===== src/rtl/erase_seq_pkg.sv =====
package erase_seq_pkg;

  typedef enum logic [2:0] {
    S_IDLE, S_ARM, S_PULSE, S_SETTLE, S_CHKRD, S_CHKCMP, S_DONE, S_ERR
  } seqState_t;

  // strobes from control to datapath
  typedef struct packed {
    logic clrAll;
    logic loadPulse;
    logic loadSettle;
    logic cntInc;
    logic cntDec;
    logic marginSet;
    logic addrClr;
    logic addrInc;
    logic rdStrobe;
  } seqCmd_t;

  // status from datapath to control
  typedef struct packed {
    logic timerZero;
    logic cntIsOne;
    logic cntIsMax;
    logic marginOn;
    logic addrLast;
    logic wordBlank;
  } seqStat_t;

endpackage


===== src/rtl/erase_seq_dp.sv =====
module erase_seq_dp
  import erase_seq_pkg::*;
#(
  parameter int DATA_W        = 16,
  parameter int ADDR_W        = 14,
  parameter int CHECK_WORDS   = 15360,
  parameter int MAX_PULSES    = 5,
  parameter int PULSE_CYCLES  = 1250000,
  parameter int SETTLE_CYCLES = 1250000
) (
  input  logic              clk,
  input  logic              rst_n,
  input  seqCmd_t           cmd,
  input  logic [DATA_W-1:0] rdData,
  output seqStat_t          st,
  output logic [ADDR_W-1:0] rdAddr
);

  localparam int MAX_DUR = (PULSE_CYCLES > SETTLE_CYCLES) ? PULSE_CYCLES : SETTLE_CYCLES;
  localparam int TIMER_W = $clog2(MAX_DUR + 1);
  localparam int CNT_W   = $clog2(MAX_PULSES + 1);
  localparam logic [TIMER_W-1:0] PULSE_LOAD  = TIMER_W'(PULSE_CYCLES - 1);
  localparam logic [TIMER_W-1:0] SETTLE_LOAD = TIMER_W'(SETTLE_CYCLES - 1);
  localparam logic [ADDR_W-1:0]  LAST_ADDR   = ADDR_W'(CHECK_WORDS - 1);

  logic [TIMER_W-1:0] timerQ;
  logic [CNT_W-1:0]   cntQ;
  logic               marginQ;
  logic [ADDR_W-1:0]  addrQ;

  always_ff @(posedge clk or negedge rst_n) begin
    if (!rst_n)              timerQ <= '0;
    else if (cmd.loadPulse)  timerQ <= PULSE_LOAD;
    else if (cmd.loadSettle) timerQ <= SETTLE_LOAD;
    else if (timerQ != '0)   timerQ <= timerQ - 1'b1;
  end

  always_ff @(posedge clk or negedge rst_n) begin
    if (!rst_n)          cntQ <= '0;
    else if (cmd.clrAll) cntQ <= '0;
    else if (cmd.cntInc) cntQ <= cntQ + 1'b1;
    else if (cmd.cntDec) cntQ <= cntQ - 1'b1;
  end

  always_ff @(posedge clk or negedge rst_n) begin
    if (!rst_n)             marginQ <= 1'b0;
    else if (cmd.clrAll)    marginQ <= 1'b0;
    else if (cmd.marginSet) marginQ <= 1'b1;
  end

  always_ff @(posedge clk or negedge rst_n) begin
    if (!rst_n)           addrQ <= '0;
    else if (cmd.addrClr) addrQ <= '0;
    else if (cmd.addrInc) addrQ <= addrQ + 1'b1;
  end

  always_comb begin
    st.timerZero = (timerQ == '0);
    st.cntIsOne  = (cntQ == CNT_W'(1));
    st.cntIsMax  = (cntQ == CNT_W'(MAX_PULSES));
    st.marginOn  = marginQ;
    st.addrLast  = (addrQ == LAST_ADDR);
    st.wordBlank = (rdData == '1);
    rdAddr       = cmd.rdStrobe ? addrQ : '0;
  end

  // pulse budget never exceeded
  a_r9_count_cap: assert property (@(posedge clk) disable iff (!rst_n)
    cntQ <= CNT_W'(MAX_PULSES));

  // reads stay inside the user area
  a_r7_read_in_range: assert property (@(posedge clk) disable iff (!rst_n)
    cmd.rdStrobe |-> (32'(rdAddr) < CHECK_WORDS));

endmodule


===== src/rtl/erase_seq_ctrl.sv =====
module erase_seq_ctrl
  import erase_seq_pkg::*;
(
  input  logic     clk,
  input  logic     rst_n,
  input  logic     start,
  input  logic     vfpOk,
  input  seqStat_t st,
  output seqCmd_t  cmd,
  output logic     eraseSel,
  output logic     latchEn,
  output logic     wrStrobe,
  output logic     hvEn,
  output logic     done,
  output logic     error
);

  seqState_t state, nextState;

  always_ff @(posedge clk or negedge rst_n) begin
    if (!rst_n) state <= S_IDLE;
    else        state <= nextState;
  end

  always_comb begin
    nextState = state;
    cmd       = '0;
    unique case (state)
      S_IDLE, S_DONE, S_ERR: begin
        if (start) begin
          cmd.clrAll = 1'b1;
          nextState  = vfpOk ? S_ARM : S_ERR;
        end
      end
      S_ARM: begin
        cmd.loadPulse = 1'b1;
        cmd.cntInc    = 1'b1;
        nextState     = S_PULSE;
      end
      S_PULSE: begin
        if (st.timerZero) begin
          cmd.loadSettle = 1'b1;
          nextState      = S_SETTLE;
        end
      end
      S_SETTLE: begin
        if (st.timerZero) begin
          if (st.marginOn) begin
            cmd.cntDec = 1'b1;
            if (st.cntIsOne) begin
              cmd.addrClr = 1'b1;
              nextState   = S_CHKRD;
            end else begin
              cmd.loadPulse = 1'b1;
              nextState     = S_PULSE;
            end
          end else begin
            cmd.addrClr = 1'b1;
            nextState   = S_CHKRD;
          end
        end
      end
      S_CHKRD: begin
        cmd.rdStrobe = 1'b1;
        nextState    = S_CHKCMP;
      end
      S_CHKCMP: begin
        if (!st.wordBlank) begin
          if (st.marginOn || st.cntIsMax) begin
            nextState = S_ERR;
          end else begin
            cmd.loadPulse = 1'b1;
            cmd.cntInc    = 1'b1;
            nextState     = S_PULSE;
          end
        end else if (st.addrLast) begin
          if (st.marginOn) begin
            nextState = S_DONE;
          end else begin
            cmd.marginSet = 1'b1;
            cmd.loadPulse = 1'b1;
            nextState     = S_PULSE;
          end
        end else begin
          cmd.addrInc = 1'b1;
          nextState   = S_CHKRD;
        end
      end
      default: nextState = S_IDLE;
    endcase
  end

  always_comb begin
    eraseSel = (state == S_ARM) || (state == S_PULSE) || (state == S_SETTLE) ||
               (state == S_CHKRD) || (state == S_CHKCMP);
    latchEn  = eraseSel;
    wrStrobe = (state == S_ARM);
    hvEn     = (state == S_PULSE);
    done     = (state == S_DONE);
    error    = (state == S_ERR);
  end

  // high voltage only while the array is armed for erase
  a_r4_hv_needs_arm: assert property (@(posedge clk) disable iff (!rst_n)
    hvEn |-> (eraseSel && latchEn));

  // missing supply at start aborts at once
  a_r2_no_supply_abort: assert property (@(posedge clk) disable iff (!rst_n)
    ((state == S_IDLE) && start && !vfpOk) |=> error);

  // the arming write is followed directly by the first pulse
  a_r3_write_then_pulse: assert property (@(posedge clk) disable iff (!rst_n)
    wrStrobe |=> hvEn);

  // an error never coincides with an active pulse
  a_r11_error_quiet: assert property (@(posedge clk) disable iff (!rst_n)
    $rose(error) |-> $past(!hvEn));

endmodule


===== src/rtl/flash_erase_seq.sv =====
module flash_erase_seq
  import erase_seq_pkg::*;
#(
  parameter int DATA_W        = 16,
  parameter int ADDR_W        = 14,
  parameter int CHECK_WORDS   = 15360,
  parameter int MAX_PULSES    = 5,
  parameter int PULSE_CYCLES  = 1250000,
  parameter int SETTLE_CYCLES = 1250000
) (
  input  logic              clk,
  input  logic              rst_n,
  input  logic              start,
  input  logic              vfpOk,
  input  logic [DATA_W-1:0] rdData,
  output logic              eraseSel,
  output logic              latchEn,
  output logic              wrStrobe,
  output logic              hvEn,
  output logic              rdStrobe,
  output logic [ADDR_W-1:0] rdAddr,
  output logic              done,
  output logic              error
);

  seqCmd_t  cmd;
  seqStat_t st;

  erase_seq_ctrl u_ctrl (
    .clk(clk), .rst_n(rst_n), .start(start), .vfpOk(vfpOk), .st(st), .cmd(cmd),
    .eraseSel(eraseSel), .latchEn(latchEn), .wrStrobe(wrStrobe), .hvEn(hvEn),
    .done(done), .error(error)
  );

  erase_seq_dp #(
    .DATA_W(DATA_W), .ADDR_W(ADDR_W), .CHECK_WORDS(CHECK_WORDS),
    .MAX_PULSES(MAX_PULSES), .PULSE_CYCLES(PULSE_CYCLES), .SETTLE_CYCLES(SETTLE_CYCLES)
  ) u_dp (
    .clk(clk), .rst_n(rst_n), .cmd(cmd), .rdData(rdData), .st(st), .rdAddr(rdAddr)
  );

  assign rdStrobe = cmd.rdStrobe;

endmodule


===== config.mk =====
export PLATFORM = sky130hd
export DESIGN_NAME = flash_erase_seq
export DESIGN_NICKNAME = d
export VERILOG_FILES = /design/src/rtl/erase_seq_pkg.sv /design/src/rtl/erase_seq_dp.sv /design/src/rtl/erase_seq_ctrl.sv /design/src/rtl/flash_erase_seq.sv
export SDC_FILE = /design/constraint.sdc
export NUM_CORES = 1
export LEC_CHECK = 0
export BUFFER_PORTS_ARGS = -buffer_cell sky130_fd_sc_hd__buf_2
export CELL_PAD_IN_SITES_DETAIL_PLACEMENT = 2
export CELL_PAD_IN_SITES_GLOBAL_PLACEMENT = 2
export CORE_MARGIN = 10
export CORE_UTILIZATION = 30
export DETAILED_ROUTE_END_ITERATION = 7
export PLACE_DENSITY_LB_ADDON = 0.1
export SLEW_MARGIN = 40
export SYNTH_ARGS = -nofsm -noshare
export SYNTH_HDL_FRONTEND = slang
export SYNTH_SLANG_ARGS = --single-unit
export TNS_END_PERCENT = 20

===== constraint.sdc =====
create_clock -name clk -period 2.95 [get_ports clk]
set_clock_uncertainty 0.2 [all_clocks]
set_input_delay 0 -clock clk [delete_from_list [all_inputs] [get_ports clk]]
set_output_delay 0 -clock clk [all_outputs]
set_load 0.01 [all_outputs]

== Yosys cells after proc, flatten, opt, wreduce, memory -nomap -nowiden ==
Index checks and enable logic that the tools add are counted.
Word-level totals
  flip-flop bits (word level): 42
  latch bits: 0
  RAM bits: 0
  memory bits (read-only): 0
  input bits: 20
  output and inout bits: 21
  logic and storage cells: 86
  memories: 0
Cells by class
  add/subtract/negate cells: 4
  $mul: 0
  divide/modulo/power cells: 0
  $lt $le $gt $ge: 0
  equal/unequal tests: 14
  shift-type cells: 0
  muxes and demuxes: 49
  bitwise gates (word level): 0
  reductions and logical operators: 14
Operators by type and width (count)
  two-way mux 21 bit: 3
  two-way mux 14 bit: 3
  two-way mux 3 bit: 13
  two-way mux 1 bit: 27
  logical NOT 21 bit: 1
  nonzero test 21 bit: 1
  subtractor 21 x 1 -> 21 bit (second input constant): 1
  case mux 3 bit (6 select lines): 1
  equality test 16 bit (second input constant): 1
  equality test 3 bit (second input constant): 5
  adder 14 x 1 -> 14 bit (second input constant): 1
  equality test 14 bit (second input constant): 1
  equality test 3 x 1 -> 1 bit (second input constant): 2
  equality test 3 x 2 -> 1 bit (second input constant): 2
  nonzero test 3 bit: 2
  logical OR 1 bit: 5
  != test 2 bit (second input constant): 2
  nonzero test 2 bit: 2
  adder 3 x 1 -> 3 bit (second input constant): 1
  logical NOT 3 bit: 1
  case mux 1 bit (3 select lines): 1
  AND reduction 3 bit: 1
  OR reduction 3 bit: 1
  subtractor 3 x 1 -> 3 bit (second input constant): 1
  other kinds (2): 2

== Depth between registers and ports, before layout ==
Gate-level depths: netlist of the first run.
  word-level depth: 7
  gate-level depth with buffers: 8

== Modules after synthesis ==
From an unflattened synthesis of the first run, not the netlist that was laid out.
Unflattened totals
  cell total of the unflattened synthesis: 322
  area total of the unflattened synthesis: 2851.5 um2
By module, submodules not included
  erase_seq_dp: times used 1, cells each 259, area an instance 2401.1 um2, seq. area each 975.9 um2
  erase_seq_ctrl: times used 1, cells each 63, area an instance 450.4 um2, seq. area each 75.1 um2

== Worst setup path before layout of the first run ==
OpenSTA, ideal clock, no wires.
  path kind: reg-to-reg
  from: register u_dp.timerQ[18]
  to: register u_dp.addrQ[10]
  library setup time: 0.126 ns
  arrival: 2.071 ns
  required time: 2.624 ns
  setup slack: 0.553 ns
  stages on the path, launching flop included: 7
  path buffers: 1
  period minus slack after synthesis: 2.397 ns
  cells stage by stage: dfrtp_1 > or4_4 > nand4bb_1 > or3_1 > nor3_4 > buf_4 > a21oi_1
Between the ends
  word-level cells in the longest chain between the ends: 4
RTL lines
  start: declaration: line erase_seq_dp.sv:26  | logic [TIMER_W-1:0] timerQ;
  start signal: assignment: line erase_seq_dp.sv:35  | else if (timerQ != '0) timerQ <= timerQ - 1'b1;
  logical NOT 21 bit (*): line erase_seq_dp.sv:58  | st.timerZero = (timerQ == '0);
  two-way mux 1 bit (*): line erase_seq_ctrl.sv:47  | if (st.timerZero) begin
  two-way mux 1 bit (*): line erase_seq_ctrl.sv:28  | unique case (state)
  two-way mux 14 bit / nonzero test 2 bit (equally long branches)
  end signal: assignment: line erase_seq_dp.sv:54  | else if (cmd.addrInc) addrQ <= addrQ + 1'b1;
  end: declaration: line erase_seq_dp.sv:29  | logic [ADDR_W-1:0] addrQ;
Every way passes the cells marked *; elsewhere a longest branch is shown, timed or not.
A chain may end at the register's enable or synchronous reset.

== Worst setup path after layout of the first run ==
  from: register u_dp.timerQ[17]
  to: register u_dp.addrQ[9]
Same word-level chain as after synthesis.

==> metrics.md, run 1 <==
| Metric | Value |
|---|---|
| Share of cells above drive strength 1 | `20.1%` |
| Crit. Startpoint | `u_dp.timerQ[17]` |
| CP endpoint | `u_dp.addrQ[9]` |
| LEAKAGE | `1.40 nW` |
| H-tree Lvls | `2` |
| Iteration-0 DRC Markers | `70` |
| Synthesized flop and latch total | `42` |
| P&R area growth vs syn | `19.1%` |
| Max Clk Rate | `391 MHz` |
| Leading area contributor after synthesis | `dfrtp_1` |
| Synth top area share | `38.9%` |
| RSZ-0062 raised after global routing | `no` |
| Worst path cell trace | `or4_4 > nand4bb_1 > or3_1 > nor3_4 > buf_4 > a21oi_1` |
| Setup TNS | `0 ns` |
| Status | `completed` |
| N_diodes | `0` |
| CP max stage delay | `0.57 ns` |
| Worst setup EP type | `flip-flop` |
| Deepest clock path buffer count | `2` |
| Logic pwr share | `a little under two fifths` |
| TritonCTS clock tree | `yes` |
| Post-route setup slack | `0.395 ns` |
| Via count | `between 2000 and 3000` |
| Tmin final | `roughly 2.6 ns` |
| Final setup fails | `0` |
| Largest net degree at the start of global routing | `43` |
| Cts bufs inserted | `5` |
| Syn avg cell area | `between 8 and 9 um2` |
| Switching part of the total | `38.0%` |
| Delay-heaviest family, CP | `simple AND/OR/NAND/NOR gates` |
| Cell count after synthesis | `308` |
| Total power divided by cell area | `~660 mW/mm2` |
| FF-to-FF setup slack | `0.39 ns` |
| Ranking of synthesized cells by area | `dfrtp_1, xnor2_1, and3_1` |
| CTS Root Cell | `clkbuf_8` |
| EDFF count, synth | `0` |
| WP buf/inv | `1` |
| Ys flop type | `dfrtp_1` |
| Fin. Hold Viols | `0` |
| Crit start category | `flip-flop` |
| Grt ovf | `0` |
| Full die area | `0.0132 mm2` |
| Overall Power | `2.12 mW` |
| Slowest CP cell | `or4_4` |
| Total I/O pin count | `41` |
| Die height | `115 um` |
| Total track usage | `13.5%` |
| Yosys Warn Count | `0` |
| Seq/Total Area, Yosys | `38.9%` |
| Total clock sinks | `42` |
| Placed cell areas | `0.00306 mm2` |
| First-pass GRT wire length | `14.7 mm` |
| Max_cap viols | `0` |
| CP Depth | `6` |
| Synthesized area | `0.00271 mm2` |
| Row count | `34` |
| Placeable Area | `0.00876 mm2` |
| P_sw | `0.804 mW` |
| Final Net Count | `377` |
| Die W | `115 um` |
| Global placement routability congestion | `0.759` |
| Vias in the first global route | `2793` |
| DRT Wirelength | `8.68 mm` |
| Hpwl dp | `about 6.3 mm` |
| Critical path peak fanout | `14` |
| Critical path arrival | `about 2.5 ns` |
| Clk pwr share | `26.9%` |
| Worst-skew pair later-pin latency | `roughly 0.30 ns` |
| Worst EP required | `2.93 ns` |
| Commonest non-fill, non-tap cell in the layout | `dfrtp_1` |
| Period utilization | `86.6%` |
| Slew Limit Fails | `0` |
| Starting Density | `30.9%` |
| Share of total power in sequential cells | `35.2%` |
| # DRC | `0` |
| R2R cell count | `6` |
| Post-synth ARST share | `100%` |
| Source of the worst register-to-register timing path | `u_dp.timerQ[17]` |
| Worst-path clk slew | `0.10 ns` |
| Antenna Nets Post-Route | `0` |
| Worst-margin pin slew | `0.573 ns` |
| Post-layout instance area | `around 0.0032 mm2` |
| CP Class | `flip-flop to flip-flop` |
| Initial antenna violation count | `0` |
| Worst R2R End | `u_dp.addrQ[9]` |
| Most frequent cells in the layout | `dfrtp_1, buf_2, nor2_1` |
| Netlist cell types | `54` |
| HP Class | `input port to asynchronous set/reset pin` |
| Slew Limit Headroom | `between 60% and 70%` |
| Routed wire per std cell | `18.8 um` |
| I/O Buffers | `40` |
| Pre-Repair DR Iteration Count | `4` |
| Dpl ws | `0.395 ns` |
| Cell Int Power | `1.31 mW` |
| Vias per cell | `roughly 5.5` |
| VDD IR-drop max | `~0.32 mV` |
| Post-cts sizing count | `0` |
| Syn nets | `333` |
[flip-flops by register name (all words and copies together) (netlist names)]
name	flops
u_dp.timerQ	21
u_dp.addrQ	14
u_ctrl.state	3
u_dp.cntQ	3
u_dp.marginQ	1
[Yosys cell counts (2+ instances only)]
library cell,instances
a211oi_1,4
a21oi_1,17
a221oi_1,2
a2bb2oi_1,2
a31oi_1,3
and3_1,19
buf_2,2
buf_4,3
clkbuf_1,13
dfrtp_1,42
ha_1,5
inv_1,10
mux2i_1,4
nand2_1,25
nand2b_1,3
nand3_1,9
nand4_1,11
nand4b_1,2
nor2_1,28
nor2b_1,4
nor3_1,8
nor4_1,6
nor4_2,3
nor4b_1,3
o211ai_1,4
o21ai_0,10
o31ai_1,5
or3_1,13
or4_1,3
or4_4,2
xnor2_1,17
xor2_1,4
[cell type report]
class / count / area, um2
clock buffer: 5 / 68.8
clock inverter: 3 / 68.8
fill: 1015 / 5540
inverter: 10 / 37.5
multi-input combinational: 237 / 1530
sequential: 42 / 1050
tap: 108 / 135
timing repair buffer: 56 / 330
[per-layer routing]
layer | up-vias | track usage [%] | part of all wire (%)
met4 | 0 | 2.89 | 0.55
met2 | 17 | 22.6 | 49
met3 | 5 | 2.45 | 2.1
li1 | 1225 | - | -
met1 | 1306 | 17.8 | 48
met5 | - | 0 | 0
[kinds of logic after synthesis]
kind of cell | count (synthesis) | synth area share [%]
mux | 5 | 1.90
simple gates | 146 | 30.6
compound gates | 60 | 15.0
buf+inv | 29 | 4.53
fa+ha+maj | 5 | 2.31
xor+xnor | 21 | 6.80
flops | 42 | 38.9
[how the worst min path moves through the flow]
| stage | start | endpoint | slack [ns] | cells past startpoint |
|---|---|---|---|---|
| floorplan | rst_n | u_ctrl.state[0] | -0.50 | 0 |
| global placement | rst_n | u_dp.addrQ[10] | 0.03 | 1 |
| detailed placement | rst_n | u_dp.addrQ[10] | -0.16 | 1 |
| CTS | rst_n | u_dp.addrQ[10] | 0.06 | 2 |
| global route | rst_n | u_dp.addrQ[7] | 0.09 | 2 |
| finish | rst_n | u_dp.addrQ[10] | 0.03 | 2 |
[power by group through the flow]
| stage | Clock (mW) | Sequential, mW | Combinational [mW] |
|---|---|---|---|
| after floorplan | 0 | 0.735 | 0.544 |
| after global placement | 0 | 0.751 | 0.785 |
| after detailed placement | 0 | 0.755 | 0.809 |
| after CTS | 0.583 | 0.744 | 0.821 |
| after global routing | 0.608 | 0.758 | 0.918 |
| final | 0.568 | 0.744 | 0.802 |
[worst reg2reg max path: stages, from the launching register on]
cell       delay [ns]
dfrtp_1          0.43
or4_4            0.57
nand4bb_1        0.32
or3_1            0.48
nor3_4           0.13
buf_4            0.24
a21oi_1          0.07
[metrics by stage]
| step | hold slack (ns) | util [%] | std cells |
|---|---|---|---|
| after floorplan | -0.496 | - | 308 |
| after global placement | 0.0315 | 34.8 | 450 |
| after detailed placement | -0.157 | 34.9 | 450 |
| after CTS | 0.0565 | 36.8 | 461 |
| after global routing | 0.0902 | 36.8 | 461 |
| final | 0.0278 | 36.8 | 461 |
[timing repair]
| item | in CTS | in global routing |
|---|---|---|
| endpoints found under the hold margin | 48 | 0 |
| hold buffers | 3 | 0 |
| buffers inserted | 0 | 0 |
No activity file was read; power rests on OpenSTA's default activity.
==> inputs of run 2 (changes only) <==
--- a/config.mk
+++ b/config.mk
@@ -8,6 +8,7 @@
 export BUFFER_PORTS_ARGS = -buffer_cell sky130_fd_sc_hd__buf_2
 export CELL_PAD_IN_SITES_DETAIL_PLACEMENT = 2
 export CELL_PAD_IN_SITES_GLOBAL_PLACEMENT = 2
+export CORE_ASPECT_RATIO = 0.75
 export CORE_MARGIN = 10
 export CORE_UTILIZATION = 30
 export DETAILED_ROUTE_END_ITERATION = 7
==> constraint.sdc (replaced) <==
create_clock -name clk -period 2.83 [get_ports clk]
set_clock_uncertainty 0.2 [all_clocks]
set_input_delay 0 -clock clk [delete_from_list [all_inputs] [get_ports clk]]
set_output_delay 0 -clock clk [all_outputs]
set_load 0.01 [all_outputs]
==> metrics.md, run 2 (synthesized netlist as in run 1, its figures left out) <==
| Metric | Value |
|---|---|
| Tmin final | `2.57 ns (+0.0149 ns)` |
| Largest registers | `u_dp.timerQ x21, u_dp.addrQ x14` |
| I/O Buffers | `40 (unchanged)` |
| Pre-Repair DR Iteration Count | `4 (unchanged)` |
| Max Clk Rate | `389 MHz (-0.58%)` |
| Most frequent cells in the layout | `dfrtp_1, buf_2, nor2_1` |
| Via count | `2537 (-0.63%)` |
| Placeable Area | `0.00864 mm2 (-1.5%)` |
| Largest net degree at the start of global routing | `43 (unchanged)` |
| Full die area | `0.0133 mm2 (+0.30%)` |
| LEAKAGE | `1.40 nW (+0.48%)` |
| VDD IR-drop max | `0.255 mV (-21%)` |
| Antenna Nets Post-Route | `0 (unchanged)` |
| Vias per cell | `5.49 (-0.84%)` |
| Slowest CP cell | `or4_4` |
| Slew Limit Fails | `0 (unchanged)` |
| Placed cell areas | `0.00306 mm2 (+0.25%)` |
| CTS Root Cell | `clkbuf_16` |
| Max_cap viols | `0 (unchanged)` |
| Setup TNS | `0 ns (unchanged)` |
| DRT Wirelength | `8.92 mm (+2.7%)` |
| Critical path arrival | `2.54 ns (about the same)` |
| Cts bufs inserted | `5 (unchanged)` |
| Iteration-0 DRC Markers | `105 (+50%)` |
| Final setup fails | `0 (unchanged)` |
| P&R area growth vs syn | `19.6%` |
| Crit start category | `flip-flop` |
| Worst-path clk slew | `0.07 ns (-0.03 ns)` |
| Switching part of the total | `39.2% (+1.2 points)` |
| Top reg by flops | `u_dp.timerQ` |
| Final core occ | `37.5% (+0.69 points)` |
| Hpwl dp | `6.63 mm (+4.8%)` |
| Vias in the first global route | `2826 (+1.2%)` |
| Global placement routability congestion | `0.741 (-2.3%)` |
| Max reg flops | `21 (unchanged)` |
| Critical path peak fanout | `14 (unchanged)` |
| Commonest non-fill, non-tap cell in the layout | `dfrtp_1` |
| # DRC | `0 (unchanged)` |
| CP Class | `flip-flop to flip-flop` |
| Overall Power | `2.21 mW (+4.4%)` |
| Share of cells above drive strength 1 | `20.1% (-0.057 points)` |
| Deepest clock path buffer count | `2 (unchanged)` |
| Dpl ws | `0.257 ns (-0.139 ns)` |
| Clk pwr share | `26.0% (-0.9 points)` |
| Worst EP required | `2.79 ns (-0.14 ns)` |
| Cell Int Power | `1.34 mW (+2.4%)` |
| RSZ-0062 raised after global routing | `no` |
| Worst setup EP type | `flip-flop` |
| Grt ovf | `0 (unchanged)` |
| Worst path cell trace | `or4_4 > nand4bb_1 > or3_1 > nor3_4 > buf_4 > nor2_1` |
| Total clock sinks | `42 (unchanged)` |
| Row count | `29 (-15%)` |
| CP max stage delay | `0.59 ns (+0.02 ns)` |
| Post-layout instance area | `0.00324 mm2 (+0.39%)` |
| Period utilization | `90.8% (+4.2 points)` |
| Final Net Count | `378 (+0.27%)` |
| P_sw | `0.865 mW (+7.6%)` |
| Slew Limit Headroom | `62.2% (+0.33 points)` |
| Post-CTS Setup Bufs | `0 (unchanged)` |
| HP Class | `input port to asynchronous set/reset pin` |
| Initial antenna violation count | `0 (unchanged)` |
| Die height | `102 um (-11%)` |
| Total power divided by cell area | `682 mW/mm2 (+4.0%)` |
| Worst-skew pair later-pin latency | `0.29 ns (about the same)` |
| Total track usage | `14.0% (+0.48 points)` |
| Status | `completed` |
| Total I/O pin count | `41 (unchanged)` |
| H-tree Lvls | `2 (unchanged)` |
| TritonCTS clock tree | `yes` |
| Die W | `130 um (+13%)` |
| N_diodes | `0 (unchanged)` |
| Starting Density | `31.3% (+0.46 points)` |
| First-pass GRT wire length | `15.2 mm (+3.0%)` |
| Logic pwr share | `38.4% (+0.5 points)` |
| Share of total power in sequential cells | `35.6% (+0.4 points)` |
| Worst-margin pin slew | `0.553 ns (-0.0192 ns)` |
| Post-route setup slack | `0.260 ns (-0.135 ns)` |
| Routed wire per std cell | `19.3 um (+2.5%)` |
| Fin. Hold Viols | `0 (unchanged)` |
| FILL cells | `1008 (-0.69%)` |
==> run 2: changes by cell type in the layout (fill, tap and decap cells not counted) <==
cell	previous run	this run
clkbuf_16	0	5
clkbuf_1	0	1
clkinv_2	0	1
clkbuf_8	5	0
bufinv_16	2	0
buf_4	14	15
==> run 2: path summary, 6_finish.rpt <==
check | start | end | slack, ns | cells past startpoint
setup reg to reg | u_dp.timerQ[18] | u_dp.addrQ[1] | 0.26 | 6
max in group asynchronous | rst_n | u_dp.timerQ[7] | 1.97 | 2
hold reg to reg | u_dp.cntQ[2] | u_dp.cntQ[2] | 0.34 | 1
hold / removal | rst_n | u_dp.addrQ[12] | 0.06 | 2
min in group clk | rdData[7] | u_dp.addrQ[4] | 0.15 | 6
setup / recovery | u_dp.timerQ[18] | u_dp.addrQ[1] | 0.26 | 6
==> run 2: what timing repair did <==
| action | 4_1_cts | 5_1_grt |
|---|---|---|
| gates resized for setup | 0 | 0 |
| hold endpoints to repair | 49 | 0 |
| hold buffers | 3 | 0 |
==> run 2: power by group through the flow <==
stage          sequential [mW]  clock (mW)  combinational [mW]
3_5_place_dp             0.794           0               0.847
3_3_place_gp             0.790           0               0.820
5_1_grt                  0.804       0.626               0.950
2_1_floorplan            0.766           0               0.567
6_report                 0.786       0.575               0.847
4_1_cts                  0.785       0.599               0.862
==> run 2: worst max-delay path, delay by kind of cell (launching register included) <==
| family | cells | cell delay, ns |
|---|---|---|
| buffers and inverters | 1 | 0.23 |
| flip-flops | 1 | 0.41 |
| AND/OR/NAND/NOR | 5 | 1.60 |
==> run 2: final cells by class <==
| type | instances | area [um2] | area share [%] |
|---|---|---|---|
| Clock inverter | 2 | 13.8 | 0.425 |
| Clock buffer | 6 | 129 | 3.98 |
| Multi-Input combinational cell | 237 | 1530 | 47.3 |
| Timing Repair Buffer | 57 | 338 | 10.4 |
| Inverter | 10 | 37.5 | 1.16 |
| Tap cell | 108 | 135 | 4.18 |
| Sequential cell | 42 | 1050 | 32.5 |
==> run 2: layer usage <==
metal  vias to the layer above  global-route usage [%]  routed length [um]
met3                         6                    2.90                 231
met5                         -                       0                   0
met4                         0                    2.59                  50
li1                       1221                       -                   -
met1                      1291                    18.9                4530
met2                        19                    22.9                4100
==> run 2: per-stage QoR <==
stage / cells / hold slack (ns)
floorplan: 308 / -0.496
global placement: 451 / 0.0323
detailed placement: 451 / -0.152
CTS: 462 / 0.0804
global route: 462 / 0.110
finish: 462 / 0.0559
==> inputs of run 3 (changes only) <==
--- a/config.mk
+++ b/config.mk
@@ -16,5 +16,6 @@
 export SLEW_MARGIN = 40
 export SYNTH_ARGS = -nofsm -noshare
 export SYNTH_HDL_FRONTEND = slang
+export SYNTH_HIERARCHICAL = 1
 export SYNTH_SLANG_ARGS = --single-unit
 export TNS_END_PERCENT = 20
==> metrics.md, run 3 <==
| Metric | Value |
|---|---|
| Share of cells above drive strength 1 | `27.4% (+7.3 points)` |
| RSZ-0062 raised after global routing | `no` |
| Grt ovf | `0 (unchanged)` |
| Netlist cell types | `60 (+11%)` |
| Via count | `2672 (+5.3%)` |
| Worst-path clk slew | `0.06 ns (about the same)` |
| Iteration-0 DRC Markers | `108 (+2.9%)` |
| P&R area growth vs syn | `25.6%` |
| Setup TNS | `0 ns (unchanged)` |
| Hpwl dp | `7.23 mm (+8.9%)` |
| Final setup fails | `0 (unchanged)` |
| Die W | `133 um (+2.3%)` |
| Antenna Nets Post-Route | `0 (unchanged)` |
| Deepest clock path buffer count | `2 (unchanged)` |
| Ys flop type | `dfrtp_1` |
| Leading area contributor after synthesis | `dfrtp_1` |
| Final cell count without fillers | `515 (+11%)` |
| Vias in the first global route | `3038 (+7.5%)` |
| Post-synth ARST share | `100% (unchanged)` |
| Global placement routability congestion | `0.798 (+7.6%)` |
| Slew Limit Headroom | `52.9% (-9.2 points)` |
| Syn avg cell area | `8.86 um2 (+0.83%)` |
| Seq/Total Area, Yosys | `36.9% (-2.0 points)` |
| Worst setup EP type | `flip-flop` |
| Ranking of synthesized cells by area | `dfrtp_1, nor2_1, and2_1` |
| Largest net degree at the start of global routing | `43 (unchanged)` |
| EDFF count, synth | `0 (unchanged)` |
| Largest registers | `u_dp/timerQ x21, u_dp/addrQ x14` |
| Crit start category | `flip-flop` |
| Cts bufs inserted | `5 (unchanged)` |
| Max Clk Rate | `381 MHz (-2.2%)` |
| Most common cell in the netlist | `nor2_1` |
| Total I/O pin count | `41 (unchanged)` |
| Pre-Repair DR Iteration Count | `4 (unchanged)` |
| # DRC | `0 (unchanged)` |
| Critical path peak fanout | `4 (-10)` |
| Yosys Warn Count | `6 (+6)` |
| I/O Buffers | `40 (unchanged)` |
| Worst-skew pair later-pin latency | `0.29 ns (about the same)` |
| Max_cap viols | `0 (unchanged)` |
| TritonCTS clock tree | `yes` |
| Total clock sinks | `42 (unchanged)` |
| H-tree Lvls | `2 (unchanged)` |
| Worst EP required | `2.81 ns (+0.02 ns)` |
| VDD IR-drop max | `0.234 mV (-8.1%)` |
| Starting Density | `31.1% (-0.19 points)` |
| Total power divided by cell area | `594 mW/mm2 (-13%)` |
| Slew Limit Fails | `0 (unchanged)` |
| Routed wire per std cell | `18.7 um (-3.3%)` |
| N_diodes | `0 (unchanged)` |
| Final Net Count | `415 (+9.8%)` |
| CTS Root Cell | `clkbuf_16` |
| Worst-margin pin slew | `0.706 ns (+0.153 ns)` |
| Placeable Area | `0.00916 mm2 (+6.1%)` |
| Commonest non-fill, non-tap cell in the layout | `dfrtp_1` |
| Most frequent cells in the layout | `dfrtp_1, nor2_1, buf_2` |
| Critical path arrival | `2.61 ns (+0.07 ns)` |
| Period utilization | `92.9% (+2.0 points)` |
| Synth top area share | `36.9% (-2.0 points)` |
| Top cells by count, synth | `nor2_1, dfrtp_1, and2_1` |
| Fin. Hold Viols | `0 (unchanged)` |
| Status | `completed` |
| Full die area | `0.0138 mm2 (+4.5%)` |
| Syn nets | `349 (+4.8%)` |
| R2R cell count | `10 (+4)` |
| Inst Count DP | `506 (+12%)` |
| Row count | `30 (+3.4%)` |
| Initial antenna violation count | `0 (unchanged)` |
| Synthesized flop and latch total | `42 (unchanged)` |
| Total track usage | `14.3% (+0.32 points)` |
| DRT Wirelength | `9.61 mm (+7.8%)` |
| Top reg by flops | `u_dp/timerQ` |
| HP Class | `input port to asynchronous set/reset pin` |
| Max reg flops | `21 (unchanged)` |
| Cell count after synthesis | `322 (+4.5%)` |
| Tmin final | `2.63 ns (+0.0574 ns)` |
| LEAKAGE | `1.57 nW (+12%)` |
| Post-CTS Setup Bufs | `0 (unchanged)` |
| Vias per cell | `5.19 (-5.5%)` |
| First-pass GRT wire length | `16.5 mm (+9.1%)` |
| Die height | `104 um (+2.1%)` |
| Synthesized area | `0.00285 mm2 (+5.4%)` |
| CP Class | `flip-flop to flip-flop` |
[run 3: worst max-delay path, cell delays in order, from the launching register on]
cell and delay [ns]:
dfrtp_1 0.39, ha_1 0.25, and3_1 0.20, and4b_1 0.23, nor2b_2 0.16, nor3_2 0.07, nor2b_1 0.14, o2bb2ai_2 0.11
buf_4 0.15, or3_1 0.39, o41ai_2 0.22
[run 3: per-layer routing]
layer / vias to the layer above / share of wire (%) / global-route usage [%] / routed length [um]
li1: 1295 / - / - / -
met1: 1329 / 55 / 20.9 / 5260
met2: 42 / 41 / 20.5 / 3910
met3: 6 / 3.6 / 3.38 / 350
met4: 0 / 0.88 / 3.53 / 85
met5: - / 0 / 0 / 0
[run 3: worst paths after layout]
path / start / endpoint / slack [ns]
min in group clk: rdData[3] / u_dp/marginQ / 0.21
max reg2reg: u_dp/addrQ[0] / u_dp/timerQ[18] / 0.20
min reg2reg: u_dp/addrQ[9] / u_dp/addrQ[9] / 0.37
min: rst_n / u_dp/addrQ[12] / 0.05
max in group asynchronous: rst_n / u_dp/timerQ[16] / 1.94
max: u_dp/addrQ[0] / u_dp/timerQ[18] / 0.20
[run 3: layout make-up]
class / count / area [um2]
timing repair buffer: 76 / 480
inverter: 11 / 41.3
multi-input combinational: 252 / 1710
clock buffer: 6 / 139
fill: 1058 / 5580
tap: 128 / 160
sequential: 42 / 1050
[run 3: logic make-up after synthesis]
logic type,count (synthesis),synth area share (%)
compound gates,60,15.8
simple gates,164,32.9
flops,42,36.9
xor+xnor,10,3.07
fa+ha+maj,7,3.07
buf+inv,28,4.30
mux,11,3.99
[run 3: repair_timing]
action	4_1_cts	5_1_grt
hold endpoints to repair	43	0
gates resized for setup	0	11
hold buffers	3	0
endpoints found under the setup margin	0	23
[run 3: power breakdown]
group	total, mW	switching (mW)	internal [mW]
Sequential	0.791	0.109	0.682
Clock	0.574	0.232	0.341
Combinational	0.761	0.445	0.316
Total	2.13	0.786	1.34
[run 3: through the flow]
step | instance area [um2] | power [mW] | utilization [%] | hold WS [ns] | worst slack, ns
floorplan | 2850 | 1.28 | - | -0.496 | 0.00682
global placement | 3380 | 1.52 | 36.9 | 0.0428 | 0.181
detailed placement | 3380 | 1.55 | 36.9 | -0.148 | 0.0722
CTS | 3550 | 2.16 | 38.8 | 0.0838 | 0.0618
global route | 3580 | 2.31 | 39.1 | 0.122 | 0.00270
finish | 3580 | 2.13 | 39.1 | 0.0517 | 0.202
